File: src/rtl/tmr_capcmp_pkg.sv
package tmr_capcmp_pkg;

  typedef enum logic [1:0] {
    EDGE_OFF  = 2'd0,
    EDGE_RISE = 2'd1,
    EDGE_FALL = 2'd2,
    EDGE_ANY  = 2'd3
  } cap_edge_e;

  typedef enum logic [1:0] {
    PIN_KEEP   = 2'd0,
    PIN_TOGGLE = 2'd1,
    PIN_LOW    = 2'd2,
    PIN_HIGH   = 2'd3
  } cmp_act_e;

  localparam int unsigned FLG_OVF  = 0;
  localparam int unsigned FLG_RTI  = 1;
  localparam int unsigned FLG_CAP0 = 2;

  localparam logic [3:0] ADR_CNT  = 4'd0;
  localparam logic [3:0] ADR_CTRL = 4'd1;
  localparam logic [3:0] ADR_ACT  = 4'd2;
  localparam logic [3:0] ADR_FLAG = 4'd3;
  localparam logic [3:0] ADR_IEN  = 4'd4;
  localparam logic [3:0] ADR_CAP0 = 4'd5;

  // low chain bits that must be all ones for a prescaled tick
  function automatic logic [3:0] presc_mask(input logic [1:0] sel);
    case (sel)
      2'd0:    return 4'h0;
      2'd1:    return 4'h3;
      2'd2:    return 4'h7;
      default: return 4'hF;
    endcase
  endfunction

endpackage

File: src/rtl/tmr_chain.sv
module tmr_chain
  import tmr_capcmp_pkg::*;
#(
  parameter int CNT_W     = 16,
  parameter int WDOG_LOG2 = 17,
  parameter int RTI_BASE  = 13
) (
  input  logic             clk,
  input  logic             rst,
  input  logic [1:0]       psel,
  input  logic [1:0]       rsel,
  output logic [CNT_W-1:0] cnt,
  output logic             tick,
  output logic             ovf_ev,
  output logic             rti_ev,
  output logic             wdog_tick
);
  logic [WDOG_LOG2-1:0] chain;
  logic [3:0]           pmask;
  logic [CNT_W-1:0]     rmask;

  always_ff @(posedge clk) begin
    if (rst) begin
      chain <= '0;
      cnt   <= '0;
    end else begin
      chain <= chain + 1'b1;
      if (tick) cnt <= cnt + 1'b1;
    end
  end

  always_comb begin
    pmask     = presc_mask(psel);
    tick      = (chain[3:0] & pmask) == pmask;
    rmask     = ~({CNT_W{1'b1}} << (RTI_BASE + int'(rsel)));
    ovf_ev    = tick && (&cnt);
    rti_ev    = tick && ((cnt & rmask) == rmask);
    wdog_tick = &chain;
  end
endmodule

File: src/rtl/tmr_icap.sv
module tmr_icap
  import tmr_capcmp_pkg::*;
#(
  parameter int CNT_W = 16
) (
  input  logic             clk,
  input  logic             rst,
  input  logic             pin_n,
  input  logic [1:0]       esel,
  input  logic [CNT_W-1:0] cnt,
  output logic             hit,
  output logic [CNT_W-1:0] value
);
  // [0],[1] synchronizer, [2] previous synchronized level
  logic [2:0] sy;
  logic       rise, fall;

  always_ff @(posedge clk) begin
    if (rst) begin
      sy    <= '0;
      value <= '0;
    end else begin
      sy <= {sy[1:0], ~pin_n};
      if (hit) value <= cnt;
    end
  end

  always_comb begin
    rise = sy[1] & ~sy[2];
    fall = ~sy[1] & sy[2];
    case (cap_edge_e'(esel))
      EDGE_RISE: hit = rise;
      EDGE_FALL: hit = fall;
      EDGE_ANY:  hit = rise | fall;
      default:   hit = 1'b0;
    endcase
  end
endmodule

File: src/rtl/tmr_ocmp.sv
module tmr_ocmp
  import tmr_capcmp_pkg::*;
#(
  parameter int CNT_W = 16
) (
  input  logic             clk,
  input  logic             rst,
  input  logic             tick,
  input  logic [CNT_W-1:0] cnt,
  input  logic [CNT_W-1:0] cmp,
  input  logic [1:0]       act,
  output logic             hit,
  output logic             pin
);
  assign hit = tick && (cnt == cmp);

  always_ff @(posedge clk) begin
    if (rst) begin
      pin <= 1'b0;
    end else if (hit) begin
      case (cmp_act_e'(act))
        PIN_TOGGLE: pin <= ~pin;
        PIN_LOW:    pin <= 1'b0;
        PIN_HIGH:   pin <= 1'b1;
        default:    pin <= pin;
      endcase
    end
  end
endmodule

File: src/rtl/tmr_capcmp.sv
module tmr_capcmp
  import tmr_capcmp_pkg::*;
#(
  parameter int CNT_W     = 16,
  parameter int N_CAP     = 3,
  parameter int N_CMP     = 5,
  parameter int WDOG_LOG2 = 17,
  parameter int RTI_BASE  = 13
) (
  input  logic                     clk,
  input  logic                     rst,
  input  logic                     reg_we,
  input  logic [3:0]               reg_addr,
  input  logic [CNT_W-1:0]         reg_wdata,
  output logic [CNT_W-1:0]         reg_rdata,
  input  logic [N_CAP-1:0]         cap_n,
  output logic [N_CMP-1:0]         oc_pin,
  output logic [N_CMP-1:0]         oc_en,
  output logic [2+N_CAP+N_CMP-1:0] irq,
  output logic                     wdog_tick
);
  localparam int         NFLG     = 2 + N_CAP + N_CMP;
  localparam logic [3:0] ADR_CMP0 = ADR_CAP0 + 4'(N_CAP);

  logic [CNT_W-1:0]              cnt;
  logic                          tick, ovf_ev, rti_ev;
  logic [1:0]                    psel, rsel;
  logic [N_CAP-1:0][1:0]         esel;
  logic [N_CMP-1:0][1:0]         act;
  logic [NFLG-1:0]               flags, ien, set_v, clr_v;
  logic [N_CAP-1:0]              cap_hit;
  logic [N_CAP-1:0][CNT_W-1:0]   cap_val;
  logic [N_CMP-1:0]              cmp_hit;
  logic [N_CMP-1:0][CNT_W-1:0]   cmp_val;

  tmr_chain #(.CNT_W(CNT_W), .WDOG_LOG2(WDOG_LOG2), .RTI_BASE(RTI_BASE)) u_chain (
    .clk(clk), .rst(rst), .psel(psel), .rsel(rsel), .cnt(cnt), .tick(tick),
    .ovf_ev(ovf_ev), .rti_ev(rti_ev), .wdog_tick(wdog_tick)
  );

  for (genvar i = 0; i < N_CAP; i++) begin : g_cap
    tmr_icap #(.CNT_W(CNT_W)) u_cap (
      .clk(clk), .rst(rst), .pin_n(cap_n[i]), .esel(esel[i]), .cnt(cnt),
      .hit(cap_hit[i]), .value(cap_val[i])
    );
  end

  for (genvar i = 0; i < N_CMP; i++) begin : g_cmp
    tmr_ocmp #(.CNT_W(CNT_W)) u_cmp (
      .clk(clk), .rst(rst), .tick(tick), .cnt(cnt), .cmp(cmp_val[i]), .act(act[i]),
      .hit(cmp_hit[i]), .pin(oc_pin[i])
    );
    assign oc_en[i] = (act[i] != PIN_KEEP);
  end

  assign set_v = {cmp_hit, cap_hit, rti_ev, ovf_ev};
  assign clr_v = (reg_we && reg_addr == ADR_FLAG) ? reg_wdata[NFLG-1:0] : '0;
  assign irq   = flags & ien;

  always_ff @(posedge clk) begin
    if (rst) begin
      psel    <= '0;
      rsel    <= '0;
      esel    <= '0;
      act     <= '0;
      ien     <= '0;
      flags   <= '0;
      cmp_val <= '1;
    end else begin
      if (reg_we && reg_addr == ADR_CTRL) begin
        psel <= reg_wdata[1:0];
        rsel <= reg_wdata[3:2];
        for (int i = 0; i < N_CAP; i++) esel[i] <= reg_wdata[4+2*i +: 2];
      end
      if (reg_we && reg_addr == ADR_ACT)
        for (int i = 0; i < N_CMP; i++) act[i] <= reg_wdata[2*i +: 2];
      if (reg_we && reg_addr == ADR_IEN) ien <= reg_wdata[NFLG-1:0];
      for (int i = 0; i < N_CMP; i++)
        if (reg_we && reg_addr == ADR_CMP0 + 4'(i)) cmp_val[i] <= reg_wdata;
      // a new event outranks a same-edge clear
      flags <= (flags & ~clr_v) | set_v;
    end
  end

  always_comb begin
    reg_rdata = '0;
    case (reg_addr)
      ADR_CNT:  reg_rdata = cnt;
      ADR_CTRL: begin
        reg_rdata[1:0] = psel;
        reg_rdata[3:2] = rsel;
        for (int i = 0; i < N_CAP; i++) reg_rdata[4+2*i +: 2] = esel[i];
      end
      ADR_ACT:  for (int i = 0; i < N_CMP; i++) reg_rdata[2*i +: 2] = act[i];
      ADR_FLAG: reg_rdata[NFLG-1:0] = flags;
      ADR_IEN:  reg_rdata[NFLG-1:0] = ien;
      default:  ;
    endcase
    for (int i = 0; i < N_CAP; i++)
      if (reg_addr == ADR_CAP0 + 4'(i)) reg_rdata = cap_val[i];
    for (int i = 0; i < N_CMP; i++)
      if (reg_addr == ADR_CMP0 + 4'(i)) reg_rdata = cmp_val[i];
  end
endmodule

File: config.mk
export PLATFORM = sky130hd
export DESIGN_NAME = tmr_capcmp
export DESIGN_NICKNAME = d
export VERILOG_FILES = /design/src/rtl/tmr_capcmp_pkg.sv /design/src/rtl/tmr_chain.sv /design/src/rtl/tmr_icap.sv /design/src/rtl/tmr_ocmp.sv /design/src/rtl/tmr_capcmp.sv
export SDC_FILE = /design/constraint.sdc
export NUM_CORES = 1
export LEC_CHECK = 0
export BUFFER_PORTS_ARGS = -buffer_cell sky130_fd_sc_hd__buf_2
export CORE_ASPECT_RATIO = 1.1
export CORE_MARGIN = 4
export CORE_UTILIZATION = 45
export DETAILED_ROUTE_END_ITERATION = 8
export HOLD_SLACK_MARGIN = 0.03
export SETUP_SLACK_MARGIN = 0.3
export SLEW_MARGIN = 20
export SYNTH_ARGS = -nofsm -noshare
export SYNTH_HDL_FRONTEND = slang
export SYNTH_SLANG_ARGS = --single-unit
File: constraint.sdc
create_clock -name clk -period 5.6 [get_ports clk]
set_clock_uncertainty 0.05 [all_clocks]
set_input_delay 0.28 -clock clk [delete_from_list [all_inputs] [get_ports clk]]
set_output_delay 0.28 -clock clk [all_outputs]
set_load 0.005 [all_outputs]
After elaboration in Yosys (flattened, before gate mapping). Index checks and enable logic that the tools add are counted. Widths: inputs -> output; s select.

Register bits after elaboration: 215. Logic and storage cells: 164.

$add $sub $neg: 3. Equality and inequality tests: 45. Shift operators: 1. Multiplexer cells: 20. Bitwise operators: 30. Reduce and logical (&&, ||, !) cells: 35.

Operators by type and width (count): $mux 16 (8); $eq 16x16->1 (6); $pmux 10 s5 (1); $eq 2x2->1 const B (17); $shl 16x32->16 const A (1); $pmux 1 s3 (8); $and 10x10->10 (2); $eq 4x4->1 const B (5); $eq 2x1->1 const B (9); $add 17x1->17 const B (1); $reduce_and 17->1 (1); $add 16x1->16 const B (1); $and 16x16->16 (1); $eq 4x3->1 const B (4); $logic_and 1x1->1 (16); $not 16->16 (1); $reduce_and 16->1 (1); $reduce_bool 3->1 (5); $not 1->1 (14); $pmux 4 s3 (1); $mux 10 (1); $not 10->10 (1); $or 10x10->10 (1); $reduce_and 2->1 (5); 11 further kinds (23).

Logic depth before layout (Yosys ltp). Gate-level depths: netlist of the first run.

Depth after elaboration: 10. Mapped depth: 9. Gate-level depth less buffers: 7.

Hierarchy. From an unflattened synthesis of the first run, not the netlist that was laid out.

Cell total of the unflattened synthesis: 1420. Area, all modules: 12280.5 um2.

By module, submodules not included: tmr_capcmp (times used 1, cells each 816, area an instance 6542.5 um2); tmr_icap (times used 3, cells each 76, area an instance 882.1 um2); tmr_chain (times used 1, cells each 186, area an instance 1652.8 um2); tmr_ocmp (times used 5, cells each 38, area an instance 287.8 um2).

Worst setup path after synthesis of the first run. Ideal clock, no wire load.

Path kind: input to output. Start point: in reg_addr[1]. End point: out reg_rdata[2]. Arrival: 1.647 ns. Data required time: 5.270 ns. Setup slack: 3.623 ns. Stages on the path: 7. Path through: clkbuf_1 clkbuf_1 buf_2 nand2_1 a21oi_1 nor2_1 a221o_1.

Cells in the longest elaborated chain, start to end: 10. Elaborated cells on any way between the ends: 22.

Ends and longest elaborated chain: start: declaration (RTL line tmr_capcmp.sv:13) `input logic [3:0] reg_addr,`; $eq 4x3->1 (tied with other cells) (RTL line tmr_capcmp.sv:87) `case (reg_addr)`; $pmux 10 s5 (RTL line tmr_capcmp.sv:87); $mux 16 (3 in a row) (RTL line tmr_capcmp.sv:100) `if (reg_addr == ADR_CAP0 + 4'(i)) reg_rdata = cap_val[i];`; $mux 16 (4 in a row) (RTL line tmr_capcmp.sv:102) `if (reg_addr == ADR_CMP0 + 4'(i)) reg_rdata = cmp_val[i];`; $mux 16 * (RTL line tmr_capcmp.sv:102); end: declaration (RTL line tmr_capcmp.sv:15) `output logic [CNT_W-1:0] reg_rdata,`.

Mark *: on every way between the ends. The rest lies on a longest branch, timed or not.

Worst setup path after layout of the first run.
Start point: in reg_addr[2]. End point: out reg_rdata[0].

Same word-level chain as after synthesis.

==> results of run 1 <==
[per-stage QoR]
step | power, mW | utilization | instance area [um2] | hold WS (ns)
floorplan | 1.80 | - | 11300 | 0.302
global placement | 1.90 | 0.473 | 11600 | 0.372
detailed placement | 1.90 | 0.473 | 11600 | 0.375
CTS | 3.59 | 0.509 | 12500 | 0.0307
global route | 3.68 | 0.510 | 12500 | 0.0504
finish | 3.58 | 0.510 | 12500 | 0.0287
[layer usage]
metal / track usage / wire (um)
met1: 0.369 / 16400
met4: 0.0882 / 1630
met3: 0.0337 / 2590
met5: 0 / 0
met2: 0.422 / 16800
[critical path: cells and delay by family]
family | cells | cell delay [ns]
and+or+nand+nor | 3 | 1.30
buffers and inverters | 3 | 1.22
AOI/OAI and AO/OA | 1 | 0.28
[Yosys cell counts (all sizes together), types with 7 or more instances]
cell type / number / share of area
a21oi: 86 / 0.039
clkbuf: 81 / 0.027
buf: 39 / 0.017
a22o: 10 / 0.0078
o21ai: 49 / 0.022
nand2: 230 / 0.077
and2: 23 / 0.013
nand2b: 20 / 0.011
nor2b: 16 / 0.0089
a211oi: 10 / 0.0067
nor2: 135 / 0.045
nand3: 40 / 0.018
a22oi: 10 / 0.0067
dfxtp: 215 / 0.38
nand3b: 80 / 0.053
xnor2: 88 / 0.068
inv: 14 / 0.0047
mux2i: 81 / 0.072
or3b: 7 / 0.0054
ha: 10 / 0.011
xor2: 9 / 0.0070
o22ai: 8 / 0.0044
nor3: 12 / 0.0062
nand4: 32 / 0.018
o2bb2ai: 7 / 0.0054
[registers in the layout (all words and copies together) (netlist names)]
register,count
act,10
cmp_val,80
esel,6
flags,10
g_cap.u_cap.sy,9
g_cap.u_cap.value,48
g_cmp.u_cmp.pin,5
ien,10
psel,2
rsel,2
u_chain.chain,17
u_chain.cnt,16
[power groups by stage]
stage / Combinational, mW / Sequential, mW / Clock [mW]
2_1_floorplan: 0.196 / 1.60 / 0
3_3_place_gp: 0.282 / 1.62 / 0
3_5_place_dp: 0.285 / 1.62 / 0
4_1_cts: 0.288 / 1.58 / 1.72
5_1_grt: 0.318 / 1.58 / 1.78
6_report: 0.295 / 1.58 / 1.70
[worst max path at each step]
stage	to	cells after the start	slack (ns)	startpoint
6_report	reg_rdata[0]	7	2.17	reg_addr[2]
5_1_grt	reg_rdata[0]	7	2.01	reg_addr[2]
4_1_cts	reg_rdata[0]	7	2.26	reg_addr[2]
3_5_place_dp	reg_rdata[0]	7	2.27	reg_addr[2]
3_3_place_gp	reg_rdata[0]	7	2.39	reg_addr[2]
2_1_floorplan	reg_rdata[2]	7	3.62	reg_addr[1]
[timing repair]
action,CTS,global route
buffers inserted,0,0
hold buffers,4,0
hold endpoints to repair,6,0
[final cells by class]
type	instances	area (um2)
Fill cell	2370	12000
Multi-Input combinational cell	1048	6440
Sequential cell	215	4300
Clock buffer	34	719
Timing Repair Buffer	82	477
Tap cell	310	388
Clock inverter	10	134
Inverter	14	52.6
[kinds of logic (layout without fill, tap and decap cells)]
logic type / Yosys count / in the layout
and+or+nand+nor: 629 / 629
AOI/OAI and AO/OA: 224 / 224
DFF: 215 / 215
buffers and inverters: 134 / 140
xor gates and xnor gates: 97 / 97
muxes: 88 / 88
adders and majority gates: 10 / 10
==> impl_metrics.yaml, run 1 <==
timing:
  max_slew.worst_pin.slew_ns: 1.04
  finalSetupTns_ns: 0
  report.final.setup_viol: 0
  achievable-frequency_mhz: 291
  min_period_ns: 3.43
  slew_headroom: 0.303
  finalHoldViolations: 0
  grt_setup_unrepaired: "no"
  finalCritPeriodShare: 0.613
  report.final.slew_viol_count: 0
  fin_ws_ns: 2.17
grt:
  via_count_of_the_first_global_routing_pass: 9566
  first_pass_grt_wire_length_um: 58100
  grt_util_all_layers: 0.263
  antenna_found_initial: 0
  grt-ovfl-total: 0
  grt_max_degree: 152
hold_path:
  holdPathStages: 3
  hp-start: "reg_wdata[14]"
  min_delay_worst_endpoint: "cmp_val[30]"
  worstHoldPathType: "input pin to register"
power_and_ir_drop:
  switching_share: 0.248
  p_int_mw: 2.69
  power.share.clock: 0.475
  power.combinational.fraction: 0.082
  power_density_nw_per_um2: 286
  leakage_power_total_nw: 4.89
  power_frac_seq: 0.443
  ir_worst_vdd_v: 0.000238
  p_sw_mw: 0.886
setup_path:
  cp_data_required_time_ns: 5.27
  r2r_setup_slack_ns: 3.10
  cp_cell_sequence: "buf_2, inv_1, nor3_1, o21a_1, nor3_1, nor3_1, buf_2"
  setup.worst_path.start_class: "input pin"
  crit_path_max_incr_delay_ns: 0.88
  end_kind: "primary output"
  regToRegStartpoint: "u_chain.cnt[6]"
  cp.arrival_ns: 3.10
  regToRegEndpoint: "u_chain.cnt[14]"
  critPathMaxFanout: 47
  criticalPathCategory: "input pin to primary output"
  reg2regPathDepth: 5
  cpMostUsedCell: "nor3_1"
  cp_slowest_cell: "nor3_1"
logic_synthesis:
  most_used_flip_flop_cell_after_synthesis: "dfxtp_1"
  yosys_warnings: 0
  ys_ff_latch: 215
  yosysUniqueCellTypes: 58
  synth_area_um2: 11300
  synth_xor_xnor_area_share: 0.0754
  synth_edf_count: 0
  synth_simple_gate_area_frac: 0.278
  syn-instance-count: 1397
  synth_top_family_by_area: "simple AND/OR/NAND/NOR gates"
  avgSynthCellArea_um2: 8.07
  synth-adder-area-share: 0.0111
  syn-num-nets: 1433
  synth_mux_area_frac: 0.0799
  ys_seq_area_frac: 0.382
  asyncSetResetFlopFracSynth: 0
  synth-compound-area-share: 0.126
job:
  maxCapViolations: 0
run_status:
  run_status: "complete, no violations"
routing:
  drtAntennaViolNets: 0
  drt-wirelength-per-cell_um: 21.8
  post_drt_via_cell_ratio: 5.88
  detailroute.via_count: 10100
  drt-total-wl_um: 37400
  number_of_drc_violations_after_detailed_routing_iteration_0: 1257
  route.detailed.drc: 0
  drtPass1Iterations: 6
final_layout:
  n_antenna_cell: 0
  fin_cells: 1713
  layout.cells.most_common_list: "nand2_1, dfxtp_1, nor2_1, xnor2_1, a21oi_1"
  drive_gt1_frac: 0.110
  layout.cells.most_common: "nand2_1"
  syn_to_final_growth_pct: 11.1
  num-nets-final: 1422
cts:
  cts_tree: "yes"
  cts_htree_levels: 1
  clock_insertion_delay_worst_skew_ns: 0.53
  cts_made_buffers: 25
  clock_tree.buffer_depth: 3
  root_buffer_cell: "clkbuf_16"
  cts-resized-gates: 0
  path_clk_slew_ns: 0.06
  numClockSinks: 215
die:
  die_area_um2: 27600
  std_cell_rows: 60
  die_wd_um: 159
  core_area_um2: 24500
  pin_count: 63
  floorplan.initialDensity: 0.459
  floorplan.die.height_um: 174
place:
  place_worst_setup_slack_ns: 2.27
  place.port_buffers: 62
  dp_cells: 1665
  hpwl_um: 25300
  finalWeightedCongestion: 0.957
No activity file was read; power rests on OpenSTA's default activity.
==> run 2: changes to the inputs <==
Clock period 5.6 ns to 3.54 ns, I/O delays scaled along.
==> run 2 against run 1 <==
Cell count up 1.3%. Core utilization up 0.63 points. Sequential power up 59%. Setup slack worse by 1.5 ns. Clock power up 48%. Count of clock-buffer cells in the layout up 2. Final area up 1.2%. Sequential cell count unchanged. Total power up 54%. Hold slack better by 0.043 ns. Critical path depth unchanged. Critical endpoint is now reg_rdata[13]. Largest cell class unchanged.
==> impl_metrics.yaml, run 2 (same netlist as run 1, synthesis figures left out) <==
timing:
  min_period_ns: 2.88
  slew_headroom: 0.335
  finalSetupTns_ns: 0
  report.final.setup_viol: 0
  finalHoldViolations: 0
  achievable-frequency_mhz: 347
  max_slew.worst_pin.slew_ns: 0.998
  fin_ws_ns: 0.657
  finalCritPeriodShare: 0.814
  grt_setup_unrepaired: "no"
  report.final.slew_viol_count: 0
hold_path:
  holdPathStages: 3
  hp-start: "reg_wdata[6]"
  worstHoldPathType: "input pin to register"
grt:
  grt-ovfl-total: 0
  first_pass_grt_wire_length_um: 58000
  grt_util_all_layers: 0.262
  antenna_found_initial: 0
  grt_max_degree: 137
  via_count_of_the_first_global_routing_pass: 9593
cts:
  clock_tree.buffer_depth: 3
  numClockSinks: 215
  path_clk_slew_ns: 0.06
  cts_htree_levels: 1
  cts_tree: "yes"
  cts_made_buffers: 25
  clock_insertion_delay_worst_skew_ns: 0.54
  root_buffer_cell: "clkbuf_16"
  post_cts_buffers: 0
setup_path:
  cp_data_required_time_ns: 3.31
  end_kind: "primary output"
  cp_slowest_cell: "dfxtp_1"
  reg2regPathDepth: 5
  cp.arrival_ns: 2.66
  r2r_setup_slack_ns: 1.20
  cpMostUsedCell: "a21oi_1"
  setup.worst_path.start_class: "register"
  cp_cell_sequence: "buf_4, or3b_2, a21oi_1, a21oi_1, o21ai_0, a22o_1, buf_2"
  worstSetupStartpoint: "u_chain.cnt[13]"
  critPathMaxFanout: 10
  regToRegStartpoint: "u_chain.cnt[5]"
  criticalPathCategory: "register to primary output"
  crit_path_max_incr_delay_ns: 0.58
die:
  die_wd_um: 159
  core_area_um2: 24500
  std_cell_rows: 60
  floorplan.die.height_um: 174
  floorplan.initialDensity: 0.459
  die_area_um2: 27600
  pin_count: 63
final_layout:
  largest_register_ff_count: 80
  syn_to_final_growth_pct: 12.4
  layout.cells.most_common_list: "nand2_1, dfxtp_1, nor2_1, xnor2_1, a21oi_1"
  largestRegisters: "cmp_val x80, g_cap.u_cap.value x48, u_chain.chain x17"
  n_antenna_cell: 0
  largest-register: "cmp_val"
  drive_gt1_frac: 0.114
  utilization_after_layout: 0.516
  final_cell_area_um2: 12700
  num-nets-final: 1447
  layout.cells.most_common: "nand2_1"
power_and_ir_drop:
  p_total_mw: 5.51
  ir_worst_vdd_v: 0.000361
  leakage_power_total_nw: 4.98
  power_density_nw_per_um2: 434
routing:
  drtPass1Iterations: 5
  detailroute.via_count: 10200
  drt-wirelength-per-cell_um: 21.4
  route.detailed.drc: 0
  post_drt_via_cell_ratio: 5.86
  number_of_drc_violations_after_detailed_routing_iteration_0: 1064
  drtAntennaViolNets: 0
  drt-total-wl_um: 37200
place:
  finalWeightedCongestion: 0.964
  dpl_cell_area_um2: 11700
  hpwl_um: 25700
  place_worst_setup_slack_ns: 0.777
  place.port_buffers: 62
job:
  maxCapViolations: 0
run_status:
  run_status: "complete, no violations"
run 2: changes by cell type in the layout (fill, tap and decap cells not counted), moves of 2 or more:
cell / previous run / this run
nor3_4: 2 / 0
clkinv_2: 4 / 2
clkinvlp_4: 2 / 0
dlygate4sd3_1: 4 / 18
nor3_2: 0 / 2
buf_4: 16 / 26
clkbuf_1: 3 / 6
bufinv_16: 3 / 1
run 2: critical path, delay by kind of cell, from the launching register on:
kind | cells | cell delay (ns)
buf+inv | 2 | 0.35
simple gates | 1 | 0.44
flops | 1 | 0.58
compound gates | 4 | 0.73
run 2: metrics by stage:
step	hold WS, ns	std cells
floorplan	0.199	1397
global placement	0.282	1676
detailed placement	0.286	1676
CTS	0.0319	1736
global route	0.0620	1736
finish	0.0714	1736
run 2: layout make-up:
cell class,count,area [um2]
timing repair buffer,107,712
tap,310,388
fill,2348,11900
multi-input combinational,1048,6430
sequential,215,4300
inverter,14,52.6
clock inverter,6,66.3
clock buffer,36,717
run 2: worst paths after layout:
path / end
worst max-delay path: reg_rdata[13]
worst min-delay path: act[6]
worst max register to register: u_chain.cnt[11]
worst min register to register: g_cap[1].u_cap.sy[1]
run 2: metal layers:
| metal | up-vias | part of all wire | track usage |
|---|---|---|---|
| met2 | 398 | 0.45 | 0.421 |
| met1 | 4858 | 0.44 | 0.364 |
| met3 | 96 | 0.067 | 0.0346 |
| met5 | - | 0 | 0 |
| met4 | 0 | 0.039 | 0.0897 |
| li1 | 4820 | - | - |
run 2: timing repair:
item	4_1_cts	5_1_grt
resized for setup	0	0
endpoints found under the setup margin	0	0
hold buffers	18	0
hold endpoints to repair	74	0
run 2: where the power goes:
part           switching [mW]  total [mW]  leakage (nW)  internal [mW]
registers              0.0528        2.51          1.74           2.46
logic                   0.297       0.479          2.85          0.182
clock network            1.05        2.52         0.386           1.47
total                    1.40        5.51          4.98           4.11
